--- src/rtl/pwm_unit_pkg.sv ---
package pwm_unit_pkg;

  localparam int CTRL_W   = 10;
  localparam int BUSY_BIT = 28;
  localparam int DIV_W    = 17;

  typedef struct packed {
    logic       bypass;
    logic       start;
    logic       pulse_mode;
    logic       gate;
    logic       act_high;
    logic       enable;
    logic [3:0] presc;
  } ctrl_t;

  // Divide factor for a prescaler code; 0 marks a reserved code.
  function automatic logic [DIV_W-1:0] presc_div(input logic [3:0] code);
    logic [DIV_W-1:0] d;
    case (code)
      4'h0:    d = DIV_W'(120);
      4'h1:    d = DIV_W'(180);
      4'h2:    d = DIV_W'(240);
      4'h3:    d = DIV_W'(360);
      4'h4:    d = DIV_W'(480);
      4'h5:    d = DIV_W'(12);
      4'h8:    d = DIV_W'(24000);
      4'h9:    d = DIV_W'(36000);
      4'hA:    d = DIV_W'(48000);
      4'hB:    d = DIV_W'(72000);
      4'hF:    d = DIV_W'(1);
      default: d = '0;
    endcase
    return d;
  endfunction

endpackage

--- src/rtl/pwm_unit_regs.sv ---
module pwm_unit_regs
  import pwm_unit_pkg::*;
#(
  parameter int DATA_W = 32,
  parameter int ADDR_W = 4
) (
  input  logic              clk,
  input  logic              rst_n,
  input  logic              bus_wr,
  input  logic [ADDR_W-1:0] bus_addr,
  input  logic [DATA_W-1:0] bus_wdata,
  input  logic              pulse_done,
  input  logic              reload_take,
  output ctrl_t             ctrl,
  output logic [DATA_W-1:0] shadow,
  output logic              pending,
  output logic [DATA_W-1:0] bus_rdata
);

  localparam logic [ADDR_W-1:0] OFF_CTRL = ADDR_W'(0);
  localparam logic [ADDR_W-1:0] OFF_PER  = ADDR_W'(4);

  logic sel_ctrl, sel_per, wr_ctrl, wr_per;

  assign sel_ctrl = (bus_addr == OFF_CTRL);
  assign sel_per  = (bus_addr == OFF_PER);
  assign wr_ctrl  = bus_wr && sel_ctrl;
  assign wr_per   = bus_wr && sel_per;

  always_ff @(posedge clk) begin
    if (!rst_n) begin
      ctrl    <= '0;
      shadow  <= '0;
      pending <= 1'b0;
    end else begin
      if (wr_ctrl)
        ctrl <= ctrl_t'(bus_wdata[CTRL_W-1:0]);
      else if (pulse_done)
        ctrl.start <= 1'b0;
      if (wr_per) begin
        shadow  <= bus_wdata;
        pending <= 1'b1;
      end else if (reload_take) begin
        pending <= 1'b0;
      end
    end
  end

  always_comb begin
    bus_rdata = '0;
    if (sel_ctrl) begin
      bus_rdata[CTRL_W-1:0] = ctrl;
      bus_rdata[BUSY_BIT]   = pending;
    end else if (sel_per) begin
      bus_rdata = shadow;
    end
  end

  assert_busy_after_write_R8: assert property (@(posedge clk) disable iff (!rst_n)
    wr_per |=> pending);

  assert_start_self_clear_R9: assert property (@(posedge clk) disable iff (!rst_n)
    (pulse_done && !wr_ctrl) |=> !ctrl.start);

endmodule

--- src/rtl/pwm_unit_presc.sv ---
module pwm_unit_presc
  import pwm_unit_pkg::*;
(
  input  logic       clk,
  input  logic       rst_n,
  input  logic       count_en,
  input  logic [3:0] code,
  output logic       tick
);

  logic [DIV_W-1:0] div;
  logic [DIV_W-1:0] pc;
  logic             reserved;

  assign div      = presc_div(code);
  assign reserved = (div == '0);
  assign tick     = count_en && !reserved && (pc >= div - 1'b1);

  always_ff @(posedge clk) begin
    if (!rst_n)
      pc <= '0;
    else if (!count_en || reserved || tick)
      pc <= '0;
    else
      pc <= pc + 1'b1;
  end

endmodule

--- src/rtl/pwm_unit_counter.sv ---
module pwm_unit_counter #(
  parameter int CNT_W = 16
) (
  input  logic             clk,
  input  logic             rst_n,
  input  logic             count_en,
  input  logic             tick,
  input  logic             pending,
  input  logic [CNT_W-1:0] shadow_tot,
  input  logic [CNT_W-1:0] shadow_act,
  output logic [CNT_W-1:0] cnt,
  output logic [CNT_W-1:0] work_tot,
  output logic [CNT_W-1:0] work_act,
  output logic             boundary,
  output logic             reload_take,
  output logic             in_active
);

  assign boundary    = tick && (cnt == work_tot);
  assign reload_take = pending && (boundary || !count_en);
  assign in_active   = count_en && (cnt < work_act);

  always_ff @(posedge clk) begin
    if (!rst_n) begin
      cnt      <= '0;
      work_tot <= '0;
      work_act <= '0;
    end else begin
      if (!count_en)
        cnt <= '0;
      else if (tick)
        cnt <= boundary ? '0 : cnt + 1'b1;
      if (reload_take) begin
        work_tot <= shadow_tot;
        work_act <= shadow_act;
      end
    end
  end

  assert_cnt_bounded_R4: assert property (@(posedge clk) disable iff (!rst_n)
    count_en |-> (cnt <= work_tot));

endmodule

--- src/rtl/pwm_unit.sv ---
module pwm_unit
  import pwm_unit_pkg::*;
#(
  parameter int DATA_W = 32,
  parameter int ADDR_W = 4
) (
  input  logic              clk,
  input  logic              rst_n,
  input  logic              bus_wr,
  input  logic [ADDR_W-1:0] bus_addr,
  input  logic [DATA_W-1:0] bus_wdata,
  output logic [DATA_W-1:0] bus_rdata,
  output logic              pwm_out
);

  localparam int CNT_W = DATA_W / 2;

  ctrl_t             ctrl;
  logic [DATA_W-1:0] shadow;
  logic              pending;
  logic              run, count_en, tick;
  logic [CNT_W-1:0]  cnt, work_tot, work_act;
  logic              boundary, reload_take, in_active, pulse_done;
  logic              code_reserved;

  assign run        = ctrl.enable && ctrl.gate;
  assign count_en   = run && (!ctrl.pulse_mode || ctrl.start);
  assign pulse_done = count_en && ctrl.pulse_mode && boundary;
  assign code_reserved = (presc_div(ctrl.presc) == '0);

  pwm_unit_regs #(.DATA_W(DATA_W), .ADDR_W(ADDR_W)) u_regs (
    .clk(clk), .rst_n(rst_n), .bus_wr(bus_wr), .bus_addr(bus_addr),
    .bus_wdata(bus_wdata), .pulse_done(pulse_done), .reload_take(reload_take),
    .ctrl(ctrl), .shadow(shadow), .pending(pending), .bus_rdata(bus_rdata)
  );

  pwm_unit_presc u_presc (
    .clk(clk), .rst_n(rst_n), .count_en(count_en), .code(ctrl.presc),
    .tick(tick)
  );

  pwm_unit_counter #(.CNT_W(CNT_W)) u_cnt (
    .clk(clk), .rst_n(rst_n), .count_en(count_en), .tick(tick),
    .pending(pending), .shadow_tot(shadow[DATA_W-1:CNT_W]),
    .shadow_act(shadow[CNT_W-1:0]), .cnt(cnt), .work_tot(work_tot),
    .work_act(work_act), .boundary(boundary), .reload_take(reload_take),
    .in_active(in_active)
  );

  always_comb begin
    if (ctrl.bypass)
      pwm_out = clk;
    else if (!run)
      pwm_out = 1'b0;
    else
      pwm_out = in_active ? ctrl.act_high : !ctrl.act_high;
  end

  assert_stopped_low_R3: assert property (@(posedge clk) disable iff (!rst_n)
    (!run && !ctrl.bypass) |-> !pwm_out);

  assert_full_active_R10: assert property (@(posedge clk) disable iff (!rst_n)
    (count_en && !ctrl.bypass && (work_act > work_tot)) |-> (pwm_out == ctrl.act_high));

  assert_zero_inactive_R10: assert property (@(posedge clk) disable iff (!rst_n)
    (run && !ctrl.bypass && (work_act == '0)) |-> (pwm_out == !ctrl.act_high));

  assert_reserved_freezes_R6: assert property (@(posedge clk) disable iff (!rst_n)
    (count_en && code_reserved && $past(count_en && code_reserved)) |-> $stable(cnt));

endmodule

--- config.mk ---
export PLATFORM = sky130hd
export DESIGN_NAME = pwm_unit
export DESIGN_NICKNAME = d
export VERILOG_FILES = /design/src/rtl/pwm_unit_pkg.sv /design/src/rtl/pwm_unit_regs.sv /design/src/rtl/pwm_unit_presc.sv /design/src/rtl/pwm_unit_counter.sv /design/src/rtl/pwm_unit.sv
export SDC_FILE = /design/constraint.sdc
export NUM_CORES = 1
export LEC_CHECK = 0
export ABC_AREA = 1
export BUFFER_PORTS_ARGS = -buffer_cell sky130_fd_sc_hd__buf_2
export CAP_MARGIN = 20
export CORE_MARGIN = 5
export CORE_UTILIZATION = 40
export CTS_CLUSTER_SIZE = 10
export DETAILED_ROUTE_END_ITERATION = 12
export PLACE_DENSITY = 0.61
export SLEW_MARGIN = 30
export SYNTH_ARGS = -nofsm -noshare
export SYNTH_HDL_FRONTEND = slang
export SYNTH_SLANG_ARGS = --single-unit
--- constraint.sdc ---
create_clock -name clk -period 5.3 [get_ports clk]
set_clock_uncertainty 0.05 [all_clocks]
set_input_delay 1.06 -clock clk [delete_from_list [all_inputs] [get_ports clk]]
set_output_delay 1.06 -clock clk [all_outputs]
set_load 0.1 [all_outputs]
==> out/qor.txt <==
worst path required time - 4.19 ns
Design Area, Final - 7690 um2
Cell Area, Synth - 6610 um2
Vias - 5,677
R2R cell count - 19
crit path to - pwm_out
Leak Pwr - 3.16 nW
First-pass DRT Iterations - 5
Tot GR Track Use - 0.159
Post-DP Area - 7020 um2
CP Capture Type - output pin
DIE WIDTH - 139 um
register area - 2460 um2
layout cells sized above 1 - 0.137
Core Area - 16,400 um2
mux contribution to synthesized area - 0
Slowest-stage cell, CP - buf_2
Hold/Removal Path Class - register to register
most common cell after layout, fill and taps aside - nand2_1
RSZ-0062 raised after global routing - no
largest net degree at the start of global routing - 68
most frequent cells in the layout - nand2_1, nor2_1, dfxtp_1
row cnt - 47
Clock Pin Slew Worst Setup and Hold Paths - 0.06 ns
Data arrival, critical path - 3.28 ns
RePlAce Congestion - 0.816
Nets - 1,046
Setup CP Type - clock port to output pin
Util after Layout - 0.469
drt wl/cell - 12.4 um
simple-gate area share of the yosys netlist - 0.260
Setup Fix Bufs, Post-CTS - 0
initial antenna violation count - 0
ANT cells - 0
hold buffer count at CTS - 0
adder-cell share of the synthesized area - 0.0739
Final ANT Viol Nets - 0
Skew-Pair Late Insertion Delay - 0.53 ns
worst reg2reg endpoint - u_presc.pc[3]
P&R area growth vs syn - 16.5%
Post-Syn Area per Cell - 7.23 um2
reg2reg setup slack - 1.76 ns
CP peak stage delay - 0.29 ns
post-DR vias/cell - 4.73
vias in the first global route - 5,314
Post-Synthesis Cells - 914
CP cell instances - clkbuf_16 -> clkbuf_16 -> nand2_1 -> nand2_1 -> buf_2
Fin. Hold Viols - 0
Overflow after GRT - 0
main combinational cell family by area after synthesis - simple AND/OR/NAND/NOR gates
#FFs+latches synth - 123
syn_nets - 992
Synth Area in Compound Gates - 0.133
Slew @ Worst Pin - 0.941 ns
register area share after synthesis - 0.373
IO buf count - 71
Startpoint Class - clock port
setup ws final - 0.906 ns
post-synth cell types - 40
max-slew violations - 0
area of the multi-input gates - 3480 um2
Critical Path Start - clk
worst reg2reg startpoint - u_presc.div[2]
outcome - finished clean
Max Cap Violations - 0
cts repair resizes - 0
PwrDens - 301 nW/um2
Final setup viols - 0
# IOs - 72
count of warnings emitted by yosys - 0
Max rail drop VDD - 0.199 mV
DRT iter0 DRCs - 277
pre-CTS setup slack - 1.18 ns
die footprint - 19,200 um2
Final HPWL DP - 10,600 um
die height - 139 um
Initial Util - 0.403
relative slew slack - 0.372
DR DRC count - 0
routed wire length - 14,900 um
worst-path fanout max - 2
# fillers - 1,676
CTS tree - built
post-route setup TNS - 0 ns
first-pass GRT wire length - 25,400 um
XOR/XNOR Fraction of Synth Area - 0.0597
[cells by family (layout without fill, tap and decap cells)]
kind of cell	after synthesis	count (layout)
fa+ha+maj	39	39
xor+xnor	45	45
buf+inv	157	223
simple gates	385	385
compound gates	165	165
flops	123	123
[worst max-delay path: cells and delay by family]
kind                   cells  cell delay [ns]
and+or+nand+nor            2             0.09
buffers and inverters      3             0.54
[state kept, by name, summed over array words and instances, names as in the netlist]
register	cells
u_cnt.cnt	16
u_cnt.work_act	16
u_cnt.work_tot	16
u_presc.div	15
u_presc.pc	17
u_regs.ctrl	10
u_regs.pending	1
u_regs.shadow	32
[synthesized netlist by cell type, drive strengths merged]
cell type / number / area (um2)
nand2: 141 / 548
nor2: 140 / 551
dfxtp: 123 / 2460
inv: 113 / 424
a21oi: 100 / 523
nand3: 57 / 298
o21ai: 47 / 235
ha: 39 / 488
xnor2: 23 / 201
clkbuf: 22 / 82.6
xor2: 22 / 193
buf: 19 / 149
nor3: 13 / 75.1
o22ai: 13 / 81.3
nand3b: 11 / 82.6
nand4: 11 / 68.8
nor3b: 4 / 35.0
nor4: 4 / 31.3
or2: 4 / 27.5
clkinv: 3 / 12.5
o211ai: 3 / 22.5
a21o: 1 / 7.51
o21bai: 1 / 7.51
[through the flow]
step	power [mW]	cells	hold WS, ns
after floorplan	1.04	914	0.380
after global placement	1.07	1166	0.389
after detailed placement	1.07	1166	0.407
after CTS	2.34	1200	0.422
after global routing	2.41	1200	0.458
final	2.31	1200	0.413
[layer usage]
metal	track usage	vias up	wire length [um]
met5	0	-	0
met2	0.236	116	6300
met1	0.220	2459	7650
met3	0.0497	23	679
met4	0.0567	0	267
li1	-	3079	-
[power by group]
part	internal, mW	switching [mW]
combinational	0.0371	0.0684
sequential	0.938	0.00693
clock	0.795	0.468
[how the worst min path moves through the flow]
| stage | start | endpoint | slack, ns | cells after the start |
|---|---|---|---|---|
| floorplan | u_presc.pc[0] | u_presc.pc[0] | 0.38 | 1 |
| global placement | u_presc.pc[0] | u_presc.pc[0] | 0.39 | 1 |
| detailed placement | u_presc.pc[0] | u_presc.pc[0] | 0.41 | 1 |
| CTS | u_presc.pc[0] | u_presc.pc[0] | 0.42 | 1 |
| global route | u_cnt.work_act[11] | u_cnt.work_act[11] | 0.46 | 2 |
| finish | u_presc.pc[0] | u_presc.pc[0] | 0.41 | 1 |
[layout make-up]
type                            instances  share of cell area
Clock buffer                           21              0.0657
Clock inverter                         14              0.0213
Inverter                              116              0.0568
Multi-Input combinational cell        634               0.453
Sequential cell                       123               0.320
Tap cell                              220              0.0358
Timing Repair Buffer                   72              0.0475
(Power assumes the default switching activity.)
